`src/rtl/ovt_pkg.sv`:
```
package ovt_pkg;
   // register word indices (bus_addr values)
   localparam int unsigned REG_CTRL   = 0;
   localparam int unsigned REG_RELOAD = 1;
   localparam int unsigned REG_COUNT  = 2;
   localparam int unsigned REG_GO     = 3;
   localparam int unsigned REG_STATUS = 4;
   localparam int unsigned NUM_REGS   = 5;

   // control word layout: bit0 run, bit1 auto-reload, bit2 irq enable
   typedef struct packed {
      logic ien;
      logic auto_rl;
      logic run;
   } ctrl_t;
   localparam int unsigned CTRL_BITS = $bits(ctrl_t);
endpackage

```
`src/rtl/ovt_counter.sv`:
```
module ovt_counter #(
   parameter int unsigned W = 32
) (
   input  logic         clk,
   input  logic         rst_n,
   input  logic         run,
   input  logic         auto_rl,
   input  logic [W-1:0] reload,
   input  logic         load,
   input  logic [W-1:0] load_val,
   output logic [W-1:0] count,
   output logic         ovf
);
   localparam logic [W-1:0] ONE = W'(1);

   logic [W-1:0] count_d;

   // overflow is the step taken from all-ones while running
   assign ovf = run && (&count);

   always_comb begin
      if (load)
         count_d = load_val;
      else if (ovf)
         count_d = auto_rl ? reload : '0;
      else if (run)
         count_d = count + ONE;
      else
         count_d = count;
   end

   always_ff @(posedge clk or negedge rst_n) begin
      if (!rst_n) count <= '0;
      else        count <= count_d;
   end
endmodule

```
`src/rtl/ovt_regs.sv`:
```
module ovt_regs
   import ovt_pkg::*;
#(
   parameter int unsigned W      = 32,
   parameter int unsigned ADDR_W = 3
) (
   input  logic              clk,
   input  logic              rst_n,
   input  logic              bus_sel,
   input  logic              bus_we,
   input  logic [ADDR_W-1:0] bus_addr,
   input  logic [W-1:0]      bus_wdata,
   input  logic [W-1:0]      count,
   input  logic              ovf,
   output ctrl_t             ctrl,
   output logic [W-1:0]      reload,
   output logic              flag,
   output logic              cnt_load,
   output logic [W-1:0]      bus_rdata
);
   logic [NUM_REGS-1:0] wr_hit;

   for (genvar i = 0; i < NUM_REGS; i++) begin : g_dec
      assign wr_hit[i] = bus_sel && bus_we && (bus_addr == ADDR_W'(i));
   end

   assign cnt_load = wr_hit[REG_COUNT] || wr_hit[REG_GO];

   always_ff @(posedge clk or negedge rst_n) begin
      if (!rst_n) begin
         ctrl <= '0;
      end else if (wr_hit[REG_CTRL]) begin
         ctrl <= ctrl_t'(bus_wdata[CTRL_BITS-1:0]);
      end else if (wr_hit[REG_GO]) begin
         ctrl.run <= 1'b1;
      end else if (ovf && !ctrl.auto_rl) begin
         ctrl.run <= 1'b0;
      end
   end

   always_ff @(posedge clk or negedge rst_n) begin
      if (!rst_n)                  reload <= '0;
      else if (wr_hit[REG_RELOAD]) reload <= bus_wdata;
   end

   // a new overflow outranks a clearing write in the same cycle
   always_ff @(posedge clk or negedge rst_n) begin
      if (!rst_n)                                  flag <= 1'b0;
      else if (ovf)                                flag <= 1'b1;
      else if (wr_hit[REG_STATUS] && bus_wdata[0]) flag <= 1'b0;
   end

   always_comb begin
      bus_rdata = '0;
      if (bus_addr == ADDR_W'(REG_CTRL))
         bus_rdata = W'(ctrl);
      else if (bus_addr == ADDR_W'(REG_RELOAD))
         bus_rdata = reload;
      else if (bus_addr == ADDR_W'(REG_COUNT) || bus_addr == ADDR_W'(REG_GO))
         bus_rdata = count;
      else if (bus_addr == ADDR_W'(REG_STATUS))
         bus_rdata = W'(flag);
   end
endmodule

```
`src/rtl/ovt_timer.sv`:
```
module ovt_timer
   import ovt_pkg::*;
#(
   parameter int unsigned W      = 32,
   parameter int unsigned ADDR_W = 3
) (
   input  logic              clk,
   input  logic              rst_n,
   input  logic              bus_sel,
   input  logic              bus_we,
   input  logic [ADDR_W-1:0] bus_addr,
   input  logic [W-1:0]      bus_wdata,
   output logic [W-1:0]      bus_rdata,
   output logic              irq
);
   if (W < 8 || W > 64) begin : g_bad_width
      $error("ovt_timer: W must lie in 8..64");
   end
   if ((2 ** ADDR_W) < NUM_REGS) begin : g_bad_addr
      $error("ovt_timer: ADDR_W too narrow for the register set");
   end

   ctrl_t        ctrl_q;
   logic [W-1:0] reload_q;
   logic [W-1:0] count_q;
   logic         flag_q;
   logic         ovf;
   logic         cnt_load;

   ovt_regs #(.W(W), .ADDR_W(ADDR_W)) u_regs (
      .clk       (clk),
      .rst_n     (rst_n),
      .bus_sel   (bus_sel),
      .bus_we    (bus_we),
      .bus_addr  (bus_addr),
      .bus_wdata (bus_wdata),
      .count     (count_q),
      .ovf       (ovf),
      .ctrl      (ctrl_q),
      .reload    (reload_q),
      .flag      (flag_q),
      .cnt_load  (cnt_load),
      .bus_rdata (bus_rdata)
   );

   ovt_counter #(.W(W)) u_cnt (
      .clk      (clk),
      .rst_n    (rst_n),
      .run      (ctrl_q.run),
      .auto_rl  (ctrl_q.auto_rl),
      .reload   (reload_q),
      .load     (cnt_load),
      .load_val (bus_wdata),
      .count    (count_q),
      .ovf      (ovf)
   );

   assign irq = flag_q && ctrl_q.ien;
endmodule

```
`config.mk`:
```
export PLATFORM = sky130hd
export DESIGN_NAME = ovt_timer
export DESIGN_NICKNAME = d
export VERILOG_FILES = /design/src/rtl/ovt_pkg.sv /design/src/rtl/ovt_counter.sv /design/src/rtl/ovt_regs.sv /design/src/rtl/ovt_timer.sv
export SDC_FILE = /design/constraint.sdc
export NUM_CORES = 1
export LEC_CHECK = 0
export ABC_AREA = 1
export BUFFER_PORTS_ARGS = -buffer_cell sky130_fd_sc_hd__buf_4
export CAP_MARGIN = 25
export CORE_ASPECT_RATIO = 0.6
export CORE_MARGIN = 5
export CORE_UTILIZATION = 40
export DETAILED_ROUTE_END_ITERATION = 12
export GPL_TIMING_DRIVEN = 0
export PLACE_DENSITY = 0.64
export SLEW_MARGIN = 10
export SYNTH_ARGS = -nofsm -noshare
export SYNTH_HDL_FRONTEND = slang
export SYNTH_HIERARCHICAL = 1
export SYNTH_SLANG_ARGS = --single-unit
```
`constraint.sdc`:
```
create_clock -name clk -period 4.34 [get_ports clk]
set_clock_uncertainty 0.15 [all_clocks]
set_input_delay 1.085 -clock clk [delete_from_list [all_inputs] [get_ports clk]]
set_output_delay 1.085 -clock clk [all_outputs]
set_load 0.05 [all_outputs]
```
; Word-level counts from Yosys, hierarchy flattened
; Cells that the tools add are included.
[totals]
regBits = 68
in_bits = 39
output_inout_bits = 33
word_cells = 42
[classes]
add_sub_neg = 1
n_eq_ne = 4
mux = 13
n_reduce_logical = 18
[ops]
columns = op, count
row1 = two-way mux 32 bit, 7
row2 = adder 32 x 1 -> 32 bit (second input constant), 1
row3 = AND reduction 32 bit, 1
row4 = logical AND 1 bit, 10
row5 = equality test 3 x 2 -> 1 bit (second input constant), 2
row6 = two-way mux 1 bit, 6
row7 = nonzero test 3 bit, 2
row8 = equality test 3 x 1 -> 1 bit (second input constant), 1
row9 = equality test 3 bit (second input constant), 1
row10 = zero test 3 bit, 1
row11 = logical OR 1 bit, 2
row12 = nonzero test 2 bit, 1
row13 = zero test 1 bit, 1

; Logic depth before layout (Yosys ltp)
; Gate-level depths: netlist (run 1).
[logic_depth]
word_depth = 6
ltp_mapped = 12
ltp_nobuf = 11

; Modules after synthesis
; The synthesis (run 1) kept the hierarchy.
[modules_own_cells]
columns = mod, n_inst, cells_each, area_each_um2, seq_area_each_um2
row1 = ovt_counter, 1, 453, 2796.4, 800.8
row2 = ovt_regs, 1, 219, 1820.5, 900.9
row3 = ovt_timer, 1, 2, 7.5, 0.0

; Worst setup path after synthesis (run 1)
; No wires, ideal clock.
[synth_path]
path_kind = input -> output
from = input port bus_addr[2]
to = output port bus_rdata[0]
arrival_time_ps = 2025
required_ps = 3105
slack_ps = 1080
cell_stages = 6
n_path_buf = 1
cell_sequence = inv_2 -> nand2_1 -> nor2_4 -> buf_2 -> nand2_1 -> nand4_1
[synth_via]
elab_chain_len = 5
word_cells_on_any_way = 10
cone_classes = eq/ne: 4 / mux: 4 / reduce/logical: 2
[synth_lines]
columns = element, line
row1 = from (decl), ovt_timer.sv:11  ; input logic [ADDR_W-1:0] bus_addr,
row2 = equality test 3 bit / equality test 3 x 2 -> 1 bit (equally long branches), "ovt_regs.sv:61, ovt_regs.sv:59"
row3 = two-way mux 1 bit / logical OR 1 bit (equally long branches), "ovt_regs.sv:61, ovt_regs.sv:59"
row4 = two-way mux 32 bit, ovt_regs.sv:59  ; else if (bus_addr == ADDR_W'(REG_COUNT) || bus_addr == ADDR_W'(REG_GO))
row5 = two-way mux 32 bit, ovt_regs.sv:57  ; else if (bus_addr == ADDR_W'(REG_RELOAD))
row6 = two-way mux 32 bit *, ovt_regs.sv:55  ; if (bus_addr == ADDR_W'(REG_CTRL))
row7 = to (decl), ovt_timer.sv:13  ; output logic [W-1:0] bus_rdata,
; Every way passes the cells marked *; elsewhere a longest branch is shown, timed or not.

; Worst setup path after layout (run 1)
[layout_path]
from = input port bus_addr[2]
to = output port bus_rdata[16]
[layout_via]
elab_chain_len = 5
word_cells_on_any_way = 8
cone_classes = eq/ne: 3 / mux: 3 / reduce/logical: 2
[layout_lines]
columns = element, line
row1 = equality test 3 x 2 -> 1 bit, ovt_regs.sv:59
row2 = logical OR 1 bit, ovt_regs.sv:59
row3 = two-way mux 32 bit, ovt_regs.sv:59
row4 = two-way mux 32 bit, ovt_regs.sv:57
row5 = two-way mux 32 bit *, ovt_regs.sv:55
; Marks and branches as above.

==> results_dict.tcl, run 1 <==
set metrics [dict create \
    setup_ws_ps 631 \
    synth_xor_area_frac 0.0303 \
    synth_top_area_cell "dfrtp_1" \
    syn_area_um2 4620 \
    critPathRequiredTime_ps 3110 \
    max-slew-margin-rel 0.326 \
    gr-usage-all-layers 0.238 \
    peakVddDrop_v 0.000195 \
    pwr-share-comb 0.349 \
    die_x_um 149 \
    regArea_um2 1700 \
    yosys.area_share.simple 0.424 \
    route.detailed.drc 0 \
    vias_per_cell 5.37 \
    initial_core_util 0.409 \
    dpl_cell_area_um2 5360 \
    clkPwrFrac 0.263 \
    root_buffer "clkbuf_16" \
    run_status "finished, final reports clean" \
    wl_um 16200 \
    synth_top_family_by_area "simple AND/OR/NAND/NOR gates" \
    instances_no_fill 921 \
    path_clk_slew_ps 60 \
    cts_setup_buffers 0 \
    yosys_most_used_dff "dfrtp_1" \
    wl_per_cell_um 17.6 \
    timing.final.crit_share 0.854 \
    whs_ps 348 \
    clock_path_buffers 2 \
    grt_pass1_wl_um 25700 \
    drv_cap 0 \
    seq_area_frac_synth 0.368 \
    ys_ff_latch 68 \
    hold_depth 2 \
    wl_met2_um 6410 \
    dp_slack_ps 704 \
    maxUsedRoutingLayer "met4" \
    multi_input_area_um2 2610 \
    swShare 0.422 \
    synth_edf_count 0 \
    r2r_slack_ps 1800 \
    hp-start "u_regs/reload[29]$_DFFE_PN0P_" \
    drive_gt1_frac 0.180 \
    path_max_fanout 10 \
    clock_latency_ps 340 \
    portBuffers 71 \
    fill_cells 1143 \
    worst_ep_arrival_time_ps 2470 \
    syn_avg_cell_area_um2 6.86 \
    cts_max_level 3 \
    synth_compound_area_frac 0.107 \
    cts_tree "done" \
    synth_cell_type_count 33 \
    power.leakage_nw 2.90 \
    nNetsFinal 796 \
    tightest_slew_ps 1010 \
    cts_resized 0 \
    finish.instance_area_um2 5670 \
    report.final.slew_viol_count 0 \
    diodes 0 \
    overflow 0 \
    yosys_warnings 6 \
    hold_end "u_regs/reload[29]$_DFFE_PN0P_" \
    cp-end-kind "output port" \
    rr_worst_depth 5 \
    met3_length_um 1870 \
    place_inst 905 \
    ys_async_sr_fraction 1.00 \
    tns_ps 0 \
    max_freq_mhz 270 \
    rows 30 \
    initialDrtViolationCount 634 \
    finalHoldViolations 0 \
    antenna_found_initial 1 \
    ant_nets 0 \
    setup_viol 0 \
    intPower_mw 1.70 \
    seqPwrFrac 0.389 \
    grt_pass1_vias 4603 \
    r2r-start "u_regs/ctrl[0]$_DFFE_PN0P_" \
    synth_top_area_share 0.368 \
    syn_inst 674 \
    rr_endpoint "u_cnt/count[31]$_DFFE_PN0P_" \
    ys_top_cells_by_area "dfrtp_1 37%, nand2_1 23%, nand3_1 7.9%, a22o_1 5.5%, nor2_1 4.2%" \
    gp_congestion 0.961 \
    io_pins 72 \
    powerDensity_nw_per_um2 517 \
    area_growth_pct 22.6 \
    rsz0062_at_grt "no" \
    power.net_switching_mw 1.24 \
    period_minus_slack_ps 3710 \
    synthMuxAreaShare 0 \
    grt_max_degree 69 \
    vias 4942 \
    cts_hold_buf 0 \
    wl_met1_um 7780 \
    die_h_um 93.3 \
    crit_type "in -> out" \
    drtPass1Iterations 6 \
    cts_num_sinks 68 \
    hold_class "reg -> reg" \
    yosysMostFrequentCell "nand2_1" \
    synth_nets 714 \
    dpl.hpwl_um 12000 \
    coreArea_um2 11300 \
    synthAdderAreaFrac 0.00271 \
    start_kind "primary input" \
    power_mw 2.93 \
    numCtsBuffers 9 \
    final_core_util 0.502 \
    ys_top_cells_by_count "287 x nand2_1, 73 x nand3_1, 68 x dfrtp_1" \
    dieArea_um2 13900 \
]
state kept, by name (all words and copies together), names as in the netlist:
register,count
u_regs/reload,32
u_regs/ctrl,3
u_cnt/count,32
u_regs/flag,1
layout make-up:
type | instances | share of cell area
repair buffers | 71 | 0.0940
clock inverters | 5 | 0.0104
well taps | 160 | 0.0353
clock buffers | 11 | 0.0446
multi-input cells | 533 | 0.460
flip-flops and latches | 68 | 0.300
inverters | 42 | 0.0278
plain buffers | 31 | 0.0280
power by group through the flow:
stage | combinational [mW] | sequential, mW | clock, mW
global route | 1.13 | 1.18 | 0.800
floorplan | 0.753 | 1.04 | 0
global placement | 0.991 | 1.13 | 0
finish | 1.02 | 1.14 | 0.770
detailed placement | 1.01 | 1.14 | 0
CTS | 1.01 | 1.13 | 0.776
per-layer routing:
metal | up-vias | track usage
met2 | 256 | 0.328
met5 | - | 0
met1 | 2317 | 0.369
li1 | 2353 | -
met4 | 0 | 0.0457
met3 | 16 | 0.0649
worst max-delay path, stage by stage:
cell and delay (ps):
buf_4 140, inv_2 60, nand2_1 80, nor2_4 300
buf_2 370, a22o_1 230, buf_4 210
kinds of logic after synthesis:
group	Yosys count
buf+inv	73
simple gates	452
xor+xnor	16
fa+ha+maj	1
flops	68
compound gates	64
worst max path at each step:
stage | depth (start not counted) | slack, ps | end | from
2_1_floorplan | 6 | 1080 | bus_rdata[0] | bus_addr[2]
3_3_place_gp | 7 | 710 | bus_rdata[16] | bus_addr[2]
3_5_place_dp | 8 | 700 | bus_rdata[0] | bus_addr[2]
4_1_cts | 8 | 700 | bus_rdata[0] | bus_addr[2]
5_1_grt | 8 | 560 | bus_rdata[0] | bus_addr[2]
6_report | 7 | 630 | bus_rdata[16] | bus_addr[2]
layout by cell type (no fill, tap or decap), drive strengths merged, types with 2 or more instances in the layout:
master    count
clkinvlp      2
inv          43
nor2         64
nand2       292
xor2          7
nand4        13
nand3        76
nand3b        5
clkbuf       22
buf          91
a22o         29
dfrtp        68
a22oi        14
o21ai        15
xnor2         9
a21oi         3
No activity file was read; power rests on OpenSTA's default activity.
==> run 2: changes to the inputs <==
--- a/config.mk
+++ b/config.mk
@@ -13,7 +13,7 @@
 export CORE_UTILIZATION = 40
 export DETAILED_ROUTE_END_ITERATION = 12
 export GPL_TIMING_DRIVEN = 0
-export PLACE_DENSITY = 0.64
+export PLACE_DENSITY = 0.63
 export SLEW_MARGIN = 10
 export SYNTH_ARGS = -nofsm -noshare
 export SYNTH_HDL_FRONTEND = slang
==> run 2 against run 1 <==
Worst setup slack got worse by 16 ps. First-iteration DRC count decreased by 17%. Fmax decreased by 0.43%. Clock power increased by 6.5%. Combinational power about the same. Critical path depth unchanged. Global-route usage increased by 0.35 points. Register-to-register slack improved by 60 ps. Worst hold slack improved by 1.2 ps. Highest routed layer unchanged.
==> results_dict.tcl, run 2 (synthesis results as in run 1) <==
set metrics [dict create \
    grt_max_degree 69 \
    finish.instance_area_um2 5710 \
    vias_per_cell 5.39 \
    pwr-share-comb 0.343 \
    antenna_found_initial 0 \
    drive_gt1_frac 0.180 \
    route.detailed.drc 0 \
    setup_viol 0 \
    path_max_fanout 10 \
    drv_cap 0 \
    ant_nets 0 \
    clock_path_buffers 2 \
    swShare 0.411 \
    numCtsBuffers 9 \
    cts_resized 0 \
    r2r_slack_ps 1860 \
    report.final.slew_viol_count 0 \
    dpl_cell_area_um2 5360 \
    die_h_um 93.3 \
    critPathRequiredTime_ps 3110 \
    dp_slack_ps 680 \
    timing.final.crit_share 0.858 \
    wl_per_cell_um 17.8 \
    cts_max_level 3 \
    final_common_cell "nand2_1" \
    root_buffer "clkbuf_16" \
    finalHoldViolations 0 \
    path_clk_slew_ps 60 \
    whs_ps 349 \
    die_x_um 149 \
    gp_congestion 0.952 \
    tns_ps 0 \
    layout_common_cells "287 x nand2_1, 73 x nand3_1, 71 x buf_4" \
    area_growth_pct 23.5 \
    wl_um 16400 \
    cts_setup_buffers 0 \
    coreArea_um2 11300 \
    cp.depth 7 \
    gr-usage-all-layers 0.241 \
    portBuffers 71 \
    fill_cells 1192 \
    cts_tree "done" \
    io_pins 72 \
    intPower_mw 1.75 \
    clock_latency_ps 340 \
    cp_common_cell "buf_4" \
    power.leakage_nw 2.92 \
    r2r-start "u_regs/ctrl[0]$_DFFE_PN0P_" \
    max-slew-margin-rel 0.370 \
    overflow 0 \
    rsz0062_at_grt "no" \
    clkPwrFrac 0.276 \
    slowest_delay_ps 370 \
    initial_core_util 0.409 \
    initialDrtViolationCount 527 \
    nNetsFinal 797 \
    dpl.hpwl_um 12000 \
    cp_cell_sequence "buf_4 -> inv_2 -> nand2_1 -> nor2_4 -> buf_2 -> a22o_1 -> buf_4" \
    crit_type "in -> out" \
    startpoint "bus_addr[2]" \
    power.net_switching_mw 1.22 \
    start_kind "primary input" \
    rr_worst_depth 5 \
    period_minus_slack_ps 3720 \
    critical_path_buf_inv_count 4 \
    endpoint "bus_rdata[16]" \
    dieArea_um2 13900 \
    worst_ep_arrival_time_ps 2490 \
    grt_pass1_wl_um 25800 \
    cts_hold_buf 0 \
    tightest_slew_ps 942 \
    powerDensity_nw_per_um2 521 \
    peakVddDrop_v 0.000259 \
    setup_ws_ps 615 \
    hold_class "reg -> reg" \
    diodes 0 \
    critPathTopFamily "buffers and inverters" \
    vias 4965 \
    rows 30 \
    top_regs "u_cnt/count x32, u_regs/reload x32, u_regs/ctrl x3" \
    cp-end-kind "output port" \
    seqPwrFrac 0.381 \
    drtPass1Iterations 4 \
    rr_endpoint "u_cnt/count[29]$_DFFE_PN0P_" \
    grt_pass1_vias 4599 \
    run_status "finished, final reports clean" \
    max_freq_mhz 268 \
    cts_num_sinks 68 \
    slowest_stage "buf_2" \
]
-- run 2: cell count changes in the layout (fill, tap and decap cells not counted), sizes merged --
| cell | change |
|---|---|
| clkinvlp | -1 |
| buf | +1 |
| bufinv | +1 |
| inv | -1 |
-- run 2: area by class of cell --
class                           count  area [um2]  share of cell area
Multi-Input combinational cell    533        2610               0.456
Sequential cell                    68        1700               0.298
Timing Repair Buffer               72         561              0.0982
Clock buffer                       11         253              0.0443
Tap cell                          160         200              0.0351
Buffer                             31         159              0.0278
Inverter                           42         158              0.0276
Clock inverter                      4        72.6              0.0127
-- run 2: metal layers --
| layer | global-route usage | wire (um) |
|---|---|---|
| met1 | 0.370 | 7910 |
| met2 | 0.340 | 6530 |
| met5 | 0 | 0 |
| met4 | 0.0541 | 165 |
| met3 | 0.0576 | 1750 |
-- run 2: worst min path at each step --
| stage | start | endpoint | cells past startpoint |
|---|---|---|---|
| 5_1_grt | u_regs/reload[12]$_DFFE_PN0P_ | u_regs/reload[12]$_DFFE_PN0P_ | 2 |
| 3_3_place_gp | u_regs/reload[28]$_DFFE_PN0P_ | u_regs/reload[28]$_DFFE_PN0P_ | 2 |
| 3_5_place_dp | u_regs/reload[28]$_DFFE_PN0P_ | u_regs/reload[28]$_DFFE_PN0P_ | 2 |
| 2_1_floorplan | u_regs/reload[2]$_DFFE_PN0P_ | u_regs/reload[2]$_DFFE_PN0P_ | 2 |
| 6_report | u_regs/reload[22]$_DFFE_PN0P_ | u_regs/reload[22]$_DFFE_PN0P_ | 2 |
| 4_1_cts | u_regs/reload[28]$_DFFE_PN0P_ | u_regs/reload[28]$_DFFE_PN0P_ | 2 |
-- run 2: through the flow --
stage | total power, mW | cells | util
2_1_floorplan | 1.80 | 674 | -
3_3_place_gp | 2.12 | 905 | 0.474
3_5_place_dp | 2.14 | 905 | 0.474
4_1_cts | 2.98 | 920 | 0.503
5_1_grt | 3.16 | 921 | 0.505
6_report | 2.98 | 921 | 0.505
-- run 2: power groups by stage --
stage	Sequential (mW)	Combinational, mW	Clock [mW]
after detailed placement	1.14	1.00	0
after floorplan	1.04	0.753	0
after CTS	1.13	1.01	0.836
after global routing	1.17	1.13	0.859
final	1.13	1.02	0.820
after global placement	1.13	0.990	0
-- run 2: worst register-to-register path, stage by stage, from the launching register on --
cell and delay, ps:
dfrtp_1 430, buf_2 220, nor2_1 750, clkbuf_1 600, a22oi_1 140, nand2_1 120
==> run 3: changes to the inputs <==
--- a/config.mk
+++ b/config.mk
@@ -14,8 +14,8 @@
 export DETAILED_ROUTE_END_ITERATION = 12
 export GPL_TIMING_DRIVEN = 0
 export PLACE_DENSITY = 0.63
+export REMOVE_ABC_BUFFERS = 1
 export SLEW_MARGIN = 10
 export SYNTH_ARGS = -nofsm -noshare
 export SYNTH_HDL_FRONTEND = slang
-export SYNTH_HIERARCHICAL = 1
 export SYNTH_SLANG_ARGS = --single-unit
==> run 3 against run 2 <==
Global-route usage is 2.4 points lower. Cell count is 1.7% lower. Sequential share of layout area is 0.83 points higher. Fmax is 8.8% lower. Clock-buffer cell count stayed put. Die area is 1.1% lower. Combinational power is 9% higher. Sequential power hardly changed. Synthesized cell count is 2.4% higher. Worst setup slack worse by 360 ps. Critical path type unchanged. Register-to-register slack better by 120 ps. Critical path depth is 2 lower.
==> results_dict.tcl, run 3 <==
set metrics [dict create \
    cts_max_level 3 \
    synth_top_area_share 0.373 \
    ys_async_sr_fraction 1.00 \
    critPathRequiredTime_ps 3110 \
    vias 4747 \
    worst_ep_arrival_time_ps 2850 \
    synth_top_area_cell "dfrtp_1" \
    root_buffer "clkbuf_16" \
    diodes 0 \
    finalHoldViolations 0 \
    tns_ps 0 \
    run_status "finished, final reports clean" \
    route.detailed.drc 0 \
    ant_nets 0 \
    hp-start "u_regs.reload[13]$_DFFE_PN0P_" \
    hold_end "u_regs.reload[13]$_DFFE_PN0P_" \
    yosys_warnings 0 \
    coreArea_um2 11200 \
    grt_pass1_wl_um 23700 \
    initial_core_util 0.407 \
    grt_max_degree 69 \
    gp_congestion 0.891 \
    drv_cap 0 \
    power_mw 2.90 \
    syn_area_um2 4570 \
    power.net_switching_mw 1.27 \
    syn_inst 690 \
    drive_gt1_frac 0.162 \
    seqPwrFrac 0.390 \
    clkPwrFrac 0.229 \
    pwr-share-comb 0.381 \
    rsz0062_at_grt "no" \
    path_max_fanout 15 \
    grt_pass1_vias 4564 \
    wl_um 14400 \
    period_minus_slack_ps 4080 \
    antenna_found_initial 0 \
    ys_ff_latch 68 \
    wl_per_cell_um 15.9 \
    start_kind "primary input" \
    max-slew-margin-rel 0.447 \
    initialDrtViolationCount 508 \
    report.final.slew_viol_count 0 \
    r2r_slack_ps 1980 \
    die_x_um 148 \
    cts_num_sinks 68 \
    max_freq_mhz 245 \
    dieArea_um2 13700 \
    peakVddDrop_v 0.000200 \
    portBuffers 71 \
    tightest_slew_ps 828 \
    maxUsedRoutingLayer "met4" \
    synth_cell_type_count 33 \
    power.leakage_nw 2.74 \
    rr_worst_depth 10 \
    synth_edf_count 0 \
    io_pins 72 \
    top_regs "u_cnt.count x32, u_regs.reload x32, u_regs.ctrl x3" \
    drtPass1Iterations 5 \
    seq_area_frac_synth 0.373 \
    clock_path_buffers 2 \
    rr_endpoint "u_cnt.count[0]$_DFFE_PN0P_" \
    rows 30 \
    fill_cells 1103 \
    setup_viol 0 \
    r2r-start "u_cnt.count[1]$_DFFE_PN0P_" \
    vias_per_cell 5.25 \
    overflow 0 \
    cp-end-kind "output port" \
    wl_met2_um 5590 \
    ys_top_cells_by_area "dfrtp_1 37%, nand2_1 21%, inv_1 7.8%, o21ai_0 7.6%, nand3_1 5.2%" \
    die_h_um 92.8 \
    syn_avg_cell_area_um2 6.62 \
    final_common_cell "nand2_1" \
    dpl.hpwl_um 9890 \
    area_growth_pct 21.7 \
    timing.final.crit_share 0.941 \
    path_clk_slew_ps 50 \
    layout_common_cells "256 x nand2_1, 93 x inv_1, 74 x buf_4" \
    cts_tree "done" \
    nNetsFinal 798 \
    met3_length_um 1370 \
    swShare 0.437 \
    powerDensity_nw_per_um2 522 \
    yosys_most_used_dff "dfrtp_1" \
    hold_depth 2 \
    intPower_mw 1.63 \
    hold_class "reg -> reg" \
    crit_type "in -> out" \
    ys_top_cells_by_count "257 x nand2_1, 95 x inv_1, 69 x o21ai_0" \
    wl_met1_um 7270 \
    gr-usage-all-layers 0.218 \
    clock_latency_ps 340 \
    yosysMostFrequentCell "nand2_1" \
    numCtsBuffers 9 \
]
==> run 3: cells by family (layout without fill, tap and decap cells) <==
kind of cell | Yosys count | after routing | synth area share
compound gates | 104 | 104 | 0.126
xor+xnor | 11 | 11 | 0.0211
simple gates | 378 | 378 | 0.348
flops | 68 | 68 | 0.373
mux | 9 | 9 | 0.0222
buf+inv | 119 | 190 | 0.108
fa+ha+maj | 1 | 1 | 0.00274
==> run 3: timing repair <==
item,4_1_cts,5_1_grt
hold buffers,0,0
pin swaps,0,1
cloned,2,0
gates resized for setup,5,2
setup endpoints to repair,32,25
buffers inserted,0,3
==> run 3: area by class of cell <==
type,count,area [um2],share of cell area
multi-input cells,503,2400,0.432
flip-flops and latches,68,1700,0.306
repair buffers,77,631,0.113
inverters,97,372,0.0669
clock buffers,11,243,0.0437
well taps,144,180,0.0324
clock inverters,3,15.0,0.00270
repair inverters,2,12.5,0.00225
==> run 3: per-layer routing <==
layer	vias to the layer above	global-route usage
li1	2320	-
met1	2199	0.331
met2	209	0.302
met3	19	0.0504
met4	0	0.0699
met5	-	0
==> run 3: how the worst max path moves through the flow <==
stage | from | endpoint | slack (ps) | cells after the start
6_report | bus_addr[2] | bus_rdata[24] | 260 | 5
5_1_grt | bus_addr[1] | bus_rdata[24] | 250 | 6
4_1_cts | bus_addr[1] | bus_rdata[27] | -20 | 6
3_5_place_dp | bus_addr[1] | u_cnt.count[1]$_DFFE_PN0P_ | -1280 | 11
3_3_place_gp | bus_addr[2] | u_cnt.count[1]$_DFFE_PN0P_ | -1210 | 10
2_1_floorplan | bus_addr[1] | bus_rdata[1] | 290 | 3
==> run 3: worst max-delay path, stage by stage <==
cell	delay, ps
buf_4	140
nor2_2	390
clkinvlp_4	480
o21ai_0	460
buf_4	280
==> run 3: through the flow <==
stage / util / setup slack (ps) / hold WS [ps] / instance area (um2) / cells
2_1_floorplan: - / 291 / 325 / 4440 / 668
3_3_place_gp: 0.459 / -1210 / 343 / 5150 / 883
3_5_place_dp: 0.463 / -1280 / 348 / 5190 / 884
4_1_cts: 0.488 / -19.9 / 362 / 5480 / 900
5_1_grt: 0.495 / 248 / 392 / 5560 / 905
6_report: 0.495 / 257 / 358 / 5560 / 905
==> run 3: power by group through the flow <==
stage,sequential (mW),combinational [mW],clock (mW)
floorplan,1.04,0.807,0
global placement,1.12,1.06,0
detailed placement,1.12,1.09,0
CTS,1.12,1.10,0.678
finish,1.13,1.11,0.665
global route,1.16,1.24,0.704
